### config.mk
export PLATFORM = sky130hd
export DESIGN_NAME = bus_txn_seq
export DESIGN_NICKNAME = d
export VERILOG_FILES = /design/src/rtl/bus_seq_pkg.sv /design/src/rtl/bus_seq_fsm.sv /design/src/rtl/bus_beat_ctr.sv /design/src/rtl/bus_snoop_port.sv /design/src/rtl/bus_txn_seq.sv
export SDC_FILE = /design/constraint.sdc
export NUM_CORES = 1
export LEC_CHECK = 0
export BUFFER_PORTS_ARGS = -buffer_cell sky130_fd_sc_hd__buf_2
export CAP_MARGIN = 20
export CORE_AREA = 2 2 98 100
export DETAILED_ROUTE_END_ITERATION = 8
export DIE_AREA = 0 0 100 102
export GPL_TIMING_DRIVEN = 0
export PLACE_DENSITY = 0.8
export SYNTH_ARGS = -nofsm -noshare
export SYNTH_HDL_FRONTEND = slang
export SYNTH_HIERARCHICAL = 1
export SYNTH_SLANG_ARGS = --single-unit
### constraint.sdc
create_clock -name clk -period 1.65 [get_ports clk]
set_clock_uncertainty 0.15 [all_clocks]
set_input_delay 0.2475 -clock clk [delete_from_list [all_inputs] [get_ports clk]]
set_output_delay 0.2475 -clock clk [all_outputs]
set_load 0.02 [all_outputs]
### src/rtl/bus_seq_pkg.sv
package bus_seq_pkg;

  typedef enum logic [1:0] {
    CMD_RD  = 2'd0,
    CMD_RDX = 2'd1,
    CMD_UPG = 2'd2,
    CMD_WB  = 2'd3
  } bus_cmd_e;

  typedef enum logic [1:0] {
    ST_IDLE = 2'd0,
    ST_ARB  = 2'd1,
    ST_ADDR = 2'd2,
    ST_DATA = 2'd3
  } seq_st_e;

  function automatic logic cmd_has_data(bus_cmd_e c);
    return c != CMD_UPG;
  endfunction

  function automatic logic cmd_is_write(bus_cmd_e c);
    return c == CMD_WB;
  endfunction

endpackage

### src/rtl/bus_seq_fsm.sv
module bus_seq_fsm
  import bus_seq_pkg::*;
(
  input  logic    clk,
  input  logic    rst_n,
  input  logic    req_valid,
  input  logic    gnt,
  input  logic    addr_ok,
  input  logic    data_ok,
  input  logic    has_data,
  input  logic    last_beat,
  output seq_st_e st,
  output logic    ev_grant,
  output logic    ev_cancel,
  output logic    ev_addr_acc,
  output logic    ev_beat,
  output logic    ev_final
);

  seq_st_e st_nx;

  // Named events; a cancel outranks a grant seen in the same cycle.
  always_comb begin
    ev_cancel   = (st == ST_ARB) && !req_valid;
    ev_grant    = (st == ST_ARB) && req_valid && gnt;
    ev_addr_acc = (st == ST_ADDR) && addr_ok;
    ev_beat     = (st == ST_DATA) && data_ok;
    ev_final    = (ev_addr_acc && !has_data) || (ev_beat && last_beat);
  end

  always_comb begin
    st_nx = st;
    unique case (st)
      ST_IDLE: if (req_valid) st_nx = ST_ARB;
      ST_ARB: begin
        if (ev_cancel)     st_nx = ST_IDLE;
        else if (ev_grant) st_nx = ST_ADDR;
      end
      ST_ADDR: if (ev_addr_acc) st_nx = has_data ? ST_DATA : ST_IDLE;
      ST_DATA: if (ev_beat && last_beat) st_nx = ST_IDLE;
      default: st_nx = ST_IDLE;
    endcase
  end

  always_ff @(posedge clk) begin
    if (!rst_n) st <= ST_IDLE;
    else        st <= st_nx;
  end

endmodule

### src/rtl/bus_beat_ctr.sv
module bus_beat_ctr #(
  parameter int BEATS  = 4,
  parameter int BEAT_W = (BEATS > 1) ? $clog2(BEATS) : 1
) (
  input  logic              clk,
  input  logic              rst_n,
  input  logic              clear,
  input  logic              step,
  output logic [BEAT_W-1:0] cnt,
  output logic              last
);

  localparam logic [BEAT_W-1:0] LAST_IDX = BEAT_W'(BEATS - 1);

  assign last = (cnt == LAST_IDX);

  always_ff @(posedge clk) begin
    if (!rst_n || clear) cnt <= '0;
    else if (step)       cnt <= last ? '0 : cnt + 1'b1;
  end

endmodule

### src/rtl/bus_snoop_port.sv
module bus_snoop_port #(
  parameter int ADDR_W   = 32,
  parameter int LINE_LSB = 4
) (
  input  logic              clk,
  input  logic              rst_n,
  input  logic              snp_valid,
  input  logic [ADDR_W-1:0] snp_addr,
  input  logic              pend_active,
  input  logic [ADDR_W-1:0] pend_addr,
  output logic              snp_ack,
  output logic              snp_conflict
);

  function automatic logic [ADDR_W-1:0] line_of(logic [ADDR_W-1:0] a);
    return a >> LINE_LSB;
  endfunction

  logic line_hit;
  assign line_hit = pend_active && (line_of(snp_addr) == line_of(pend_addr));

  // Independent of the sequencer: never stalls, always answers next cycle.
  always_ff @(posedge clk) begin
    if (!rst_n) begin
      snp_ack      <= 1'b0;
      snp_conflict <= 1'b0;
    end else begin
      snp_ack      <= snp_valid;
      snp_conflict <= snp_valid && line_hit;
    end
  end

endmodule

### src/rtl/bus_txn_seq.sv
module bus_txn_seq
  import bus_seq_pkg::*;
#(
  parameter int ADDR_W   = 32,
  parameter int DATA_W   = 32,
  parameter int ID_W     = 4,
  parameter int BEATS    = 4,
  parameter int LINE_LSB = 4,
  localparam int BEAT_W  = (BEATS > 1) ? $clog2(BEATS) : 1
) (
  input  logic              clk,
  input  logic              rst_n,
  input  logic              req_valid,
  input  logic [1:0]        req_cmd,
  input  logic [ADDR_W-1:0] req_addr,
  input  logic [ID_W-1:0]   req_id,
  input  logic [DATA_W-1:0] wr_data,
  output logic [BEAT_W-1:0] wr_beat,
  output logic              rd_valid,
  output logic [DATA_W-1:0] rd_data,
  output logic              done,
  output logic [ID_W-1:0]   done_id,
  input  logic              snp_valid,
  input  logic [ADDR_W-1:0] snp_addr,
  output logic              snp_ack,
  output logic              snp_conflict,
  output logic              bus_req,
  input  logic              bus_gnt,
  output logic              bus_addr_valid,
  output logic [ADDR_W-1:0] bus_addr,
  output logic [1:0]        bus_cmd,
  input  logic              bus_addr_ok,
  output logic              bus_data_valid,
  input  logic              bus_data_ok,
  output logic [DATA_W-1:0] bus_wdata,
  input  logic [DATA_W-1:0] bus_rdata
);

  seq_st_e           st;
  logic              ev_grant, ev_cancel, ev_addr_acc, ev_beat, ev_final;
  logic              beat_last;
  logic              latch_en;
  logic              waiting;
  bus_cmd_e          pend_cmd;
  logic [ADDR_W-1:0] pend_addr;
  logic [ID_W-1:0]   pend_id;

  assign waiting  = (st == ST_ARB);
  // Fields follow the inputs until the grant edge, then freeze.
  assign latch_en = req_valid && ((st == ST_IDLE) || waiting);

  always_ff @(posedge clk) begin
    if (!rst_n) begin
      pend_cmd  <= CMD_RD;
      pend_addr <= '0;
      pend_id   <= '0;
    end else if (latch_en) begin
      pend_cmd  <= bus_cmd_e'(req_cmd);
      pend_addr <= req_addr;
      pend_id   <= req_id;
    end
  end

  bus_seq_fsm u_fsm (
    .clk         (clk),
    .rst_n       (rst_n),
    .req_valid   (req_valid),
    .gnt         (bus_gnt),
    .addr_ok     (bus_addr_ok),
    .data_ok     (bus_data_ok),
    .has_data    (cmd_has_data(pend_cmd)),
    .last_beat   (beat_last),
    .st          (st),
    .ev_grant    (ev_grant),
    .ev_cancel   (ev_cancel),
    .ev_addr_acc (ev_addr_acc),
    .ev_beat     (ev_beat),
    .ev_final    (ev_final)
  );

  bus_beat_ctr #(.BEATS(BEATS), .BEAT_W(BEAT_W)) u_beats (
    .clk   (clk),
    .rst_n (rst_n),
    .clear (ev_addr_acc),
    .step  (ev_beat),
    .cnt   (wr_beat),
    .last  (beat_last)
  );

  bus_snoop_port #(.ADDR_W(ADDR_W), .LINE_LSB(LINE_LSB)) u_snoop (
    .clk          (clk),
    .rst_n        (rst_n),
    .snp_valid    (snp_valid),
    .snp_addr     (snp_addr),
    .pend_active  (waiting),
    .pend_addr    (pend_addr),
    .snp_ack      (snp_ack),
    .snp_conflict (snp_conflict)
  );

  // Bus side: request spans arbitration and the address phase.
  assign bus_req        = waiting || (st == ST_ADDR);
  assign bus_addr_valid = (st == ST_ADDR);
  assign bus_data_valid = (st == ST_DATA);
  assign bus_addr       = pend_addr;
  assign bus_cmd        = pend_cmd;
  assign bus_wdata      = (bus_data_valid && cmd_is_write(pend_cmd)) ? wr_data : '0;

  // Cache side.
  assign rd_valid = ev_beat && !cmd_is_write(pend_cmd);
  assign rd_data  = bus_rdata;
  assign done     = ev_final;
  assign done_id  = pend_id;

endmodule

### Yosys cells after proc, flatten, opt, wreduce, memory -nomap -nowiden

Cells that the tools add are included.

| word-level totals | value |
|---|---|
| bits in registers | 44 |
| input port bits | 141 |
| output and inout port bits | 111 |
| word-level logic and storage cells | 50 |

| cells by class | value |
|---|---|
| add/subtract/negate cells | 1 |
| equal/unequal tests | 11 |
| mux-type cells | 9 |
| reductions and logical operators | 22 |

Operator list:

| operator | count |
|---|---|
| $mux 32 | 1 |
| $eq 28x28->1 | 1 |
| $mux 2 | 7 |
| $logic_and 1x1->1 | 12 |
| $eq 2x2->1 const B | 4 |
| $pmux 2 s4 | 1 |
| $logic_not 1->1 | 4 |
| $logic_or 1x1->1 | 4 |
| $ne 2x1->1 const B | 2 |
| $ne 2x2->1 const B | 2 |
| $reduce_and 4->1 | 1 |
| $ne 3x3->1 const B | 1 |
| $add 2x1->2 const B | 1 |
| $eq 2x1->1 const B | 1 |
| $logic_not 2->1 | 1 |

### Depth between registers and ports, before layout

Gate-level depths: netlist of the first run.

| logic depth | value |
|---|---|
| word-level depth | 6 |
| gate-level depth with buffers | 6 |
| depth with buffers taken out | 5 |

### By module

Netlist of the first run, hierarchy kept.

Modules (own cells, without submodules):

| module | instances | cells each | area an instance (µm²) | sequential area each (µm²) |
|---|---|---|---|---|
| bus_txn_seq | 1 | 241 | 2075.7 | 760.7 |
| bus_snoop_port | 1 | 41 | 366.6 | 40.0 |
| bus_seq_fsm | 1 | 18 | 135.1 | 40.0 |
| bus_beat_ctr | 1 | 9 | 96.3 | 40.0 |

### Least setup slack after synthesis of the first run

OpenSTA, ideal clock, no wires.

| timing | value |
|---|---|
| path type | register to output |
| from | reg u_fsm.st[0] |
| to | out bus_wdata[0] |
| arrival time | 1.344 ns |
| data required time | 1.252 ns |
| slack | -0.092 ns |
| stages on the path, launching flop included | 5 |
| buffers on the path | 1 |
| path through | dfxtp_1 > ha_1 > and3_1 > buf_2 > and2_1 |

| on the way | value |
|---|---|
| cells in the longest elaborated chain, start to end | 3 |

Ends and longest elaborated chain:

| item | line | RTL |
|---|---|---|
| from (decl) | bus_seq_fsm.sv:12 | `output seq_st_e st,` |
| from (signal assigned) | bus_seq_fsm.sv:47 | `else st <= st_nx;` |
| $eq 2x2->1 | bus_txn_seq.sv:104 | `assign bus_data_valid = (st == ST_DATA);` |
| via bus_data_valid | bus_txn_seq.sv:33 | `output logic bus_data_valid,` |
| $logic_and 1x1->1 | bus_txn_seq.sv:107 | `assign bus_wdata = (bus_data_valid && cmd_is_write(pend_cmd)) ? wr_data : '0;` |
| $mux 32 | bus_txn_seq.sv:107 |  |
| to (decl) | bus_txn_seq.sv:35 | `output logic [DATA_W-1:0] bus_wdata,` |

The timed path passes the listed nets, and every way through them passes these cells.

### Worst setup path after layout of the first run

| timing | value |
|---|---|
| from | reg u_fsm.st[1] |
| to | out bus_wdata[12] |

| on the way | value |
|---|---|
| cells in the longest elaborated chain, start to end | 3 |

Ends and longest elaborated chain:

| item | line |
|---|---|
| $eq 2x2->1 | bus_txn_seq.sv:104 |
| $logic_and 1x1->1 | bus_txn_seq.sv:107 |
| $mux 32 | bus_txn_seq.sv:107 |

Every way passes these cells.

==> impl_metrics.env, run 1 <==
export IMPL_run_status="complete, but fails checks"
export IMPL_violations="negative setup slack"
export IMPL_power_share_sequential_pct=40.9
export IMPL_fmax_ghz=0.5443
export IMPL_syn_nets=454
export IMPL_fin_nets=693
export IMPL_grt_setup_unrepaired="true"
export IMPL_cts_hold_buf=0
export IMPL_route_met3_wl_um=736
export IMPL_pwr_share_clk_pct=29.4
export IMPL_cts_buffers=5
export IMPL_required_ns=1.25
export IMPL_die_y_um=102
export IMPL_grt_pass1_vias=3077
export IMPL_area_growth_synth_to_final_pct=72.88
export IMPL_grt_max_degree=16
export IMPL_intPower_mw=2.045
export IMPL_dp_slack_ns=-0.1596
export IMPL_vias=2969
export IMPL_setup_slack_ns=-0.1874
export IMPL_place_congestion=0.8906
export IMPL_clk_pin_slew_ns=0.10
export IMPL_vdd_drop_max_v=0.0004439
export IMPL_wl_met1_um=3680
export IMPL_cp_arrival_ns=1.44
export IMPL_cts_tree="done"
export IMPL_leakagePower_nw=2.453
export IMPL_antenna_cells=0
export IMPL_grt_pass1_wl_um=15080
export IMPL_cp_end_kind="output port"
export IMPL_clockBufferDepth=2
export IMPL_slew_viol_final=0
export IMPL_relSlewSlack_pct=67.66
export IMPL_overflow=0
export IMPL_p_sw_uw=911.0
export IMPL_drtAntennaViolNets=0
export IMPL_coreArea_sq_mm=0.009109
export IMPL_wl_um=10170
export IMPL_setup_violations=68
export IMPL_fin_crit_ns=1.837
export IMPL_grt_antenna_before_repair=0
export IMPL_first_pass_iters=4
export IMPL_routed_wl_met2_um=5499
export IMPL_std_cell_rows=35
export IMPL_track_usage_pct=18.85
export IMPL_port_buffers=215
export IMPL_start_util_pct=29.27
export IMPL_syn_area_sq_mm=0.002666
export IMPL_cts_sinks=44
export IMPL_report_power_total_mw=2.956
export IMPL_ys_warn_count=6
export IMPL_final_core_util_pct=50.60
export IMPL_hold_slack_ns=0.01793
export IMPL_dpl_hpwl_um=8034
export IMPL_die_width_um=100
export IMPL_cp_max_fo=8
export IMPL_tightest_slew_ns=0.4852
export IMPL_finalSetupTns_ns=-9.228
export IMPL_die_area_sq_mm=0.01020
export IMPL_htree_num_levels=2
export IMPL_root_buffer="clkbuf_8"
export IMPL_start_kind="register"
export IMPL_fillers=857
export IMPL_critical_path_class="reg2out"
export IMPL_period_share_pct=111.4
export IMPL_wl_per_cell_um=15.43
export IMPL_synthCells=308
export IMPL_timing_max_cap_violations=0
export IMPL_drive_gt1_share_pct=63.50
export IMPL_drc=0
export IMPL_p_sw_share_pct=30.82
export IMPL_finalHoldViolCount=0
export IMPL_avgSynthCellArea_sq_um=8.657
export IMPL_drt_initial_drc_count=58
export IMPL_power_per_cell_area_mw_per_mm2=641.2
export IMPL_top_layer_used="met4"
export IMPL_io_pins=252
export IMPL_viasPerCell=4.505
export IMPL_insertion_delay_ns=0.30
export IMPL_p_comb_share_pct=29.7
export IMPL_min_path_type="in2reg"
through the flow:
| step | cells | cell area (sq um) |
|---|---|---|
| after floorplan | 308 | 2720 |
| after global placement | 634 | 3935 |
| after detailed placement | 634 | 3935 |
| after CTS | 659 | 4602 |
| after global routing | 659 | 4609 |
| final | 659 | 4609 |
area by class of cell:
class,count,area [sq um],area share [%]
multi-input combinational,214,1555,33.74
timing repair buffer,233,1503,32.60
sequential,44,909.6,19.73
buffer,46,374.1,8.116
tap,111,138.9,3.013
clock buffer,5,68.82,1.493
clock inverter,3,46.29,1.004
inverter,3,13.76,0.2986
layer usage:
layer	vias to the layer above	track usage, %
met5	-	0
met4	0	6.849
met3	22	4.514
met2	145	37.16
met1	1365	19.29
li1	1437	-
repair_timing:
action,4_1_cts,5_1_grt
resized for setup,129,2
pin swaps,37,2
buffers inserted,12,1
endpoints found under the setup margin,62,75
gates cloned,5,0
final timing paths:
| path | startpoint | depth (start not counted) | endpoint | slack [ns] |
|---|---|---|---|---|
| setup reg to reg | u_fsm/st[0]$_SDFFE_PN0P_ | 7 | bus_addr[17]$_SDFFE_PN0P_ | -0.17 |
| hold reg to reg | done_id[3]$_SDFFE_PN0P_ | 2 | done_id[3]$_SDFFE_PN0P_ | 0.31 |
| hold / removal | req_addr[10] | 3 | bus_addr[10]$_SDFFE_PN0P_ | 0.02 |
| setup / recovery | u_fsm/st[1]$_SDFFE_PN0P_ | 5 | bus_wdata[12] | -0.19 |
cell usage in the layout, fill, tap and decap left out, types with 2 or more instances in the layout:
| cell | count |
|---|---|
| clkbuf_8 | 5 |
| nand2b_1 | 3 |
| buf_4 | 50 |
| nand4_1 | 5 |
| dfxtp_1 | 27 |
| ha_4 | 3 |
| dfxtp_4 | 3 |
| xor2_1 | 4 |
| buf_12 | 4 |
| buf_2 | 181 |
| ha_1 | 2 |
| and2_1 | 3 |
| mux2i_1 | 39 |
| clkbuf_1 | 2 |
| bufbuf_16 | 2 |
| dfxtp_2 | 14 |
| and2_4 | 31 |
| nand2_1 | 79 |
| o21ai_2 | 2 |
| nor2_1 | 2 |
| xnor2_1 | 24 |
| inv_1 | 2 |
| buf_6 | 39 |
power groups by stage:
stage / clock [mW] / combinational [mW] / sequential [mW]
after detailed placement: 0 / 0.785 / 1.24
after CTS: 0.895 / 0.882 / 1.21
after floorplan: 0 / 0.400 / 1.31
after global placement: 0 / 0.767 / 1.23
final: 0.868 / 0.877 / 1.21
after global routing: 0.941 / 0.945 / 1.22
state kept, by name, indices dropped and copies added (netlist names):
name	count
bus_addr	32
u_beats/cnt	2
u_snoop/snp_ack	1
bus_cmd	2
done_id	4
u_snoop/snp_conflict	1
u_fsm/st	2
critical path: stages (launching register included):
cell     delay, ns
dfxtp_4       0.37
ha_4          0.13
and3_4        0.26
buf_6         0.14
and2_4        0.14
buf_6         0.11
(Power assumes the default switching activity.)
==> inputs of run 2 (changes only) <==
GPL_TIMING_DRIVEN = 1   (was 0)
==> impl_metrics.env, run 2 (same netlist as run 1, synthesis figures left out) <==
export IMPL_run_status="complete, but fails checks"
export IMPL_violations="negative setup slack"
export IMPL_drive_gt1_share_pct=59.96
export IMPL_vdd_drop_max_v=0.0003700
export IMPL_drtAntennaViolNets=0
export IMPL_min_path_type="in2reg"
export IMPL_fin_crit_ns=1.760
export IMPL_wl_per_cell_um=15.87
export IMPL_cts_buffers=5
export IMPL_clockBufferDepth=2
export IMPL_die_width_um=100
export IMPL_pwr_share_clk_pct=30.4
export IMPL_grt_max_degree=53
export IMPL_slew_viol_final=0
export IMPL_place_congestion=0.8959
export IMPL_tightest_slew_ns=0.3104
export IMPL_fmax_ghz=0.5683
export IMPL_die_area_sq_mm=0.01020
export IMPL_cts_tree="done"
export IMPL_insertion_delay_ns=0.30
export IMPL_critical_path_class="reg2out"
export IMPL_intPower_mw=1.995
export IMPL_io_pins=252
export IMPL_mostFrequentLayoutCell="buf_2"
export IMPL_hold_slack_ns=0.02566
export IMPL_r2r_setup_slack_ns=-0.09
export IMPL_port_buffers=183
export IMPL_stdcell_count=598
export IMPL_std_cell_rows=35
export IMPL_dp_cells=575
export IMPL_viasPerCell=4.612
export IMPL_p_comb_share_pct=27.2
export IMPL_track_usage_pct=17.82
export IMPL_grt_antenna_before_repair=0
export IMPL_period_share_pct=106.6
export IMPL_leakagePower_nw=2.196
export IMPL_finalSetupTns_ns=-4.258
export IMPL_start_util_pct=29.27
export IMPL_grt_pass1_wl_um=14240
export IMPL_drc=0
export IMPL_wl_um=9490
export IMPL_mostFrequentLayoutCells="147 x buf_2, 79 x nand2_1, 39 x buf_6, 38 x mux2i_1, 33 x and2_4"
export IMPL_p_sw_uw=850.0
export IMPL_fillers=887
export IMPL_seqCellArea_sq_um=905.9
export IMPL_overflow=0
export IMPL_coreArea_sq_mm=0.009109
export IMPL_finalHoldViolCount=0
export IMPL_antenna_cells=0
export IMPL_cts_sinks=44
export IMPL_setup_slack_ns=-0.1097
export IMPL_p_sw_share_pct=29.88
export IMPL_area_growth_synth_to_final_pct=60.72
export IMPL_power_share_sequential_pct=42.4
export IMPL_grt_setup_unrepaired="true"
export IMPL_cp_end_kind="output port"
export IMPL_multiInputGateArea_sq_mm=0.001617
export IMPL_fin_nets=632
export IMPL_htree_num_levels=2
export IMPL_required_ns=1.25
export IMPL_relSlewSlack_pct=79.31
export IMPL_vias=2758
export IMPL_power_per_cell_area_mw_per_mm2=663.9
export IMPL_setup_violations=67
export IMPL_cp_max_fo=8
export IMPL_first_pass_iters=4
export IMPL_timing_max_cap_violations=0
export IMPL_cp_arrival_ns=1.36
export IMPL_root_buffer="clkbuf_8"
export IMPL_clk_pin_slew_ns=0.09
export IMPL_start_kind="register"
export IMPL_grt_pass1_vias=2882
export IMPL_largest_reg_flops=32
export IMPL_drt_initial_drc_count=51
export IMPL_dpl_hpwl_um=7259
export IMPL_die_y_um=102
[run 2: cell count changes in the layout (fill, tap and decap cells not counted), sizes merged]
cell    change
and3        +3
bufbuf      -2
buf        -60
clkbuf      -2
[run 2: per-stage QoR]
| stage | worst slack, ns | power, mW | cell area (sq um) | utilization (%) |
|---|---|---|---|---|
| floorplan | 0.002433 | 1.707 | 2720 | - |
| global placement | -0.1121 | 1.869 | 3620 | 39.74 |
| detailed placement | -0.1305 | 1.891 | 3620 | 39.74 |
| CTS | -0.1086 | 2.902 | 4289 | 47.09 |
| global route | -0.1600 | 2.983 | 4285 | 47.05 |
| finish | -0.1097 | 2.845 | 4285 | 47.05 |
[run 2: final timing paths]
path / start / to / depth (start not counted)
setup reg to reg: u_fsm/st[0]$_SDFFE_PN0P_ / u_snoop/snp_conflict$_SDFF_PN0_ / 7
setup / recovery: u_fsm/st[0]$_SDFFE_PN0P_ / bus_wdata[22] / 4
hold / removal: req_addr[18] / bus_addr[18]$_SDFFE_PN0P_ / 3
hold reg to reg: done_id[3]$_SDFFE_PN0P_ / done_id[3]$_SDFFE_PN0P_ / 2
[run 2: final cells by class]
class                           instances  share of cell area [%]
Clock buffer                            5                   1.606
Clock inverter                          3                   1.080
Inverter                                3                  0.2628
Multi-Input combinational cell        217                   37.72
Sequential cell                        44                   21.14
Tap cell                              111                   3.241
Timing Repair Buffer                  215                   34.95
[run 2: metal layers]
metal	wire length, um	up-vias	part of all wire, %	track usage [%]
met5	0	-	0	0
met4	254	0	2.7	7.692
met3	651	24	6.9	4.378
met2	5175	126	55	33.84
met1	3409	1286	36	18.72
li1	-	1322	-	-
[run 2: worst max-delay path, stage by stage (launching register included)]
cell	delay, ns
dfxtp_4	0.38
ha_4	0.16
and3_4	0.24
and2_4	0.16
buf_6	0.11
[run 2: power by group through the flow]
stage	Combinational [mW]	Sequential, mW	Clock (mW)
final	0.774	1.21	0.865
after global routing	0.836	1.22	0.930
after CTS	0.794	1.21	0.901
after detailed placement	0.664	1.23	0
after global placement	0.647	1.22	0
after floorplan	0.400	1.31	0
[run 2: repair_timing]
action                                  CTS  global route
gates resized for setup                 129            14
cloned                                    7             0
pin swaps                                38             6
hold buffers                              0             0
endpoints found under the setup margin   49            75
setup buffers                             9             3
==> inputs of run 3 (changes only) <==
CORE_AREA = 2 2 99 101   (was 2 2 98 100)
DIE_AREA = 0 0 101 103   (was 0 0 100 102)
PLACE_DENSITY = 0.77   (was 0.8)
SYNTH_HIERARCHICAL = not set   (was 1)
==> impl_metrics.env, run 3 <==
export IMPL_vdd_drop_max_v=0.0003600
export IMPL_netlist_top_cells_count="82 x nand2_1, 44 x dfxtp_1, 39 x a21boi_0"
export IMPL_track_usage_pct=15.84
export IMPL_cts_sinks=44
export IMPL_worstReg2RegEnd="bus_addr[8]$_SDFFE_PN0P_"
export IMPL_period_share_pct=108.1
export IMPL_synth_seq_cells=44
export IMPL_regToRegStartpoint="u_fsm.st[0]$_SDFFE_PN0P_"
export IMPL_synth_top_cell_area_share_pct=34.97
export IMPL_relSlewSlack_pct=73.92
export IMPL_clk_pin_slew_ns=0.09
export IMPL_report_power_total_mw=3.152
export IMPL_hold_slack_ns=0.02822
export IMPL_grt_max_degree=43
export IMPL_required_ns=1.25
export IMPL_die_width_um=101
export IMPL_finalHoldViolCount=0
export IMPL_drt_initial_drc_count=53
export IMPL_antenna_cells=0
export IMPL_setup_violations=75
export IMPL_htree_num_levels=2
export IMPL_insertion_delay_ns=0.30
export IMPL_grt_antenna_before_repair=0
export IMPL_r2r_setup_slack_ns=-0.08
export IMPL_cts_buffers=5
export IMPL_ys_flop_type="dfxtp_1"
export IMPL_grt_pass1_vias=2704
export IMPL_p_sw_share_pct=34.32
export IMPL_clockBufferDepth=2
export IMPL_avgSynthCellArea_sq_um=8.073
export IMPL_finalSetupTns_ns=-5.546
export IMPL_syn_nets=459
export IMPL_run_status="complete, but fails checks"
export IMPL_die_area_sq_mm=0.01040
export IMPL_largest_reg_flops=32
export IMPL_viasPerCell=4.613
export IMPL_min_path_type="in2reg"
export IMPL_fin_nets=645
export IMPL_pwr_share_clk_pct=21.6
export IMPL_synth_area_leaders="dfxtp_1 35%, nand2_1 12%, a21boi_0 12%"
export IMPL_start_util_pct=26.63
export IMPL_final_core_util_pct=49.76
export IMPL_endpoint="bus_wdata[13]"
export IMPL_mostFrequentLayoutCells="147 x buf_2, 37 x buf_6, 32 x and2_4, 32 x dfxtp_1, 31 x nand2_4"
export IMPL_fin_area_sq_mm=0.004707
export IMPL_fillers=854
export IMPL_die_y_um=103
export IMPL_io_pins=252
export IMPL_hold_depth=3
export IMPL_timing_max_cap_violations=0
export IMPL_leakagePower_nw=2.320
export IMPL_cp_end_kind="output port"
export IMPL_reg2regPathDepth=8
export IMPL_grt_setup_unrepaired="true"
export IMPL_cts_hold_buf=0
export IMPL_drive_gt1_share_pct=73.75
export IMPL_p_sw_mw=1.082
export IMPL_place_congestion=0.7668
export IMPL_tightest_slew_ns=0.3912
export IMPL_std_cell_rows=36
export IMPL_fin_crit_ns=1.784
export IMPL_cts_tree="done"
export IMPL_crit_path_start="u_fsm.st[0]$_SDFFE_PN0P_"
export IMPL_slew_viol_final=0
export IMPL_cp_slowest_stage_delay_ns=0.39
export IMPL_yosysMostFrequentCell="nand2_1"
export IMPL_start_kind="register"
export IMPL_path_buf_inv=1
export IMPL_mostFrequentLayoutCell="buf_2"
export IMPL_dp_cells=584
export IMPL_drc=0
export IMPL_post_dp_cell_area_sq_mm=0.003567
export IMPL_critical_path_class="reg2out"
export IMPL_cp_slowest_cell="dfxtp_4"
export IMPL_fmax_ghz=0.5606
export IMPL_p_comb_share_pct=39.0
export IMPL_first_pass_iters=4
export IMPL_synth_edff_count=0
export IMPL_stdcell_count=613
export IMPL_power_per_cell_area_mw_per_mm2=669.7
export IMPL_dp_slack_ns=-0.1478
export IMPL_path_delay_family="simple AND/OR/NAND/NOR gates"
export IMPL_synthCells=312
export IMPL_coreArea_sq_mm=0.009459
export IMPL_crit_chain="ha_4 -> and3_4 -> and2_4 -> buf_6"
export IMPL_violations="negative setup slack"
export IMPL_setup_slack_ns=-0.1337
export IMPL_yosysTopAreaCell="dfxtp_1"
export IMPL_cp_depth=4
export IMPL_syn_area_sq_mm=0.002519
export IMPL_wl_per_cell_um=16.84
export IMPL_vias=2828
export IMPL_grt_pass1_wl_um=13050
export IMPL_wl_um=10320
export IMPL_cp_max_fo=8
export IMPL_overflow=0
export IMPL_yosys_cell_types_count=30
export IMPL_intPower_mw=2.070
export IMPL_area_growth_synth_to_final_pct=86.89
export IMPL_power_share_sequential_pct=39.4
export IMPL_ys_seq_area_share_pct=34.97
export IMPL_dpl_hpwl_um=6121
export IMPL_async_flop_share_pct=0
export IMPL_drtAntennaViolNets=0
export IMPL_root_buffer="clkbuf_8"
export IMPL_cp_arrival_ns=1.39
export IMPL_port_buffers=183
export IMPL_ys_warn_count=0
-- run 3: worst register-to-register path: stages, from the launching register on --
cell and delay [ns]:
dfxtp_4 0.39, clkinvlp_4 0.15, ha_4 0.21, buf_12 0.12, o21ai_4 0.13, buf_12 0.16
clkbuf_16 0.20, nand2_2 0.05, a21boi_1 0.11
-- run 3: worst min-delay path by stage --
stage                                   startpoint                         to
after global routing                    req_cmd[0]    bus_cmd[0]$_SDFFE_PN0P_
final                                   req_cmd[0]    bus_cmd[0]$_SDFFE_PN0P_
after detailed placement  bus_addr[3]$_SDFFE_PN0P_   bus_addr[3]$_SDFFE_PN0P_
after global placement     done_id[0]$_SDFFE_PN0P_    done_id[0]$_SDFFE_PN0P_
after floorplan                       req_addr[14]  bus_addr[14]$_SDFFE_PN0P_
after CTS                               req_cmd[0]    bus_cmd[0]$_SDFFE_PN0P_
-- run 3: kinds of logic (layout without fill, tap and decap cells) --
family	count (synthesis)	in the layout	share of synthesized area [%]
AND/OR/NAND/NOR	134	137	25.34
AO/OA/AOI/OAI	50	50	14.65
buffers and inverters	50	234	12.32
flip-flops	44	44	34.97
XOR/XNOR	28	28	9.737
adder cells (fa/ha/maj)	6	6	2.981
-- run 3: layout make-up --
type / instances / area (sq um) / area share (%)
inverters: 3 / 15.01 / 0.3190
clock inverters: 1 / 8.758 / 0.1861
multi-input cells: 221 / 1913 / 40.64
repair buffers: 223 / 1650 / 35.06
clock buffers: 7 / 76.32 / 1.621
flip-flops and latches: 44 / 900.9 / 19.14
well taps: 114 / 142.6 / 3.030
-- run 3: layer usage --
metal / share of wire (%) / vias up / track usage [%]
met5: 0 / - / 0
met4: 1.2 / 0 / 5.613
met3: 5.2 / 23 / 3.051
met2: 53 / 107 / 28.41
met1: 41 / 1339 / 18.89
li1: - / 1359 / -
-- run 3: timing repair --
action	in CTS	in global routing
buffers inserted	7	1
gates resized for setup	154	123
cloned	3	11
endpoints found under the setup margin	68	77
pin swaps	36	91
-- run 3: power by group through the flow --
stage	logic, mW	registers, mW	clock network (mW)
2_1_floorplan	0.412	1.33	0
3_3_place_gp	0.765	1.23	0
3_5_place_dp	0.778	1.24	0
4_1_cts	0.855	1.22	0.712
5_1_grt	1.32	1.25	0.766
6_report	1.23	1.24	0.682
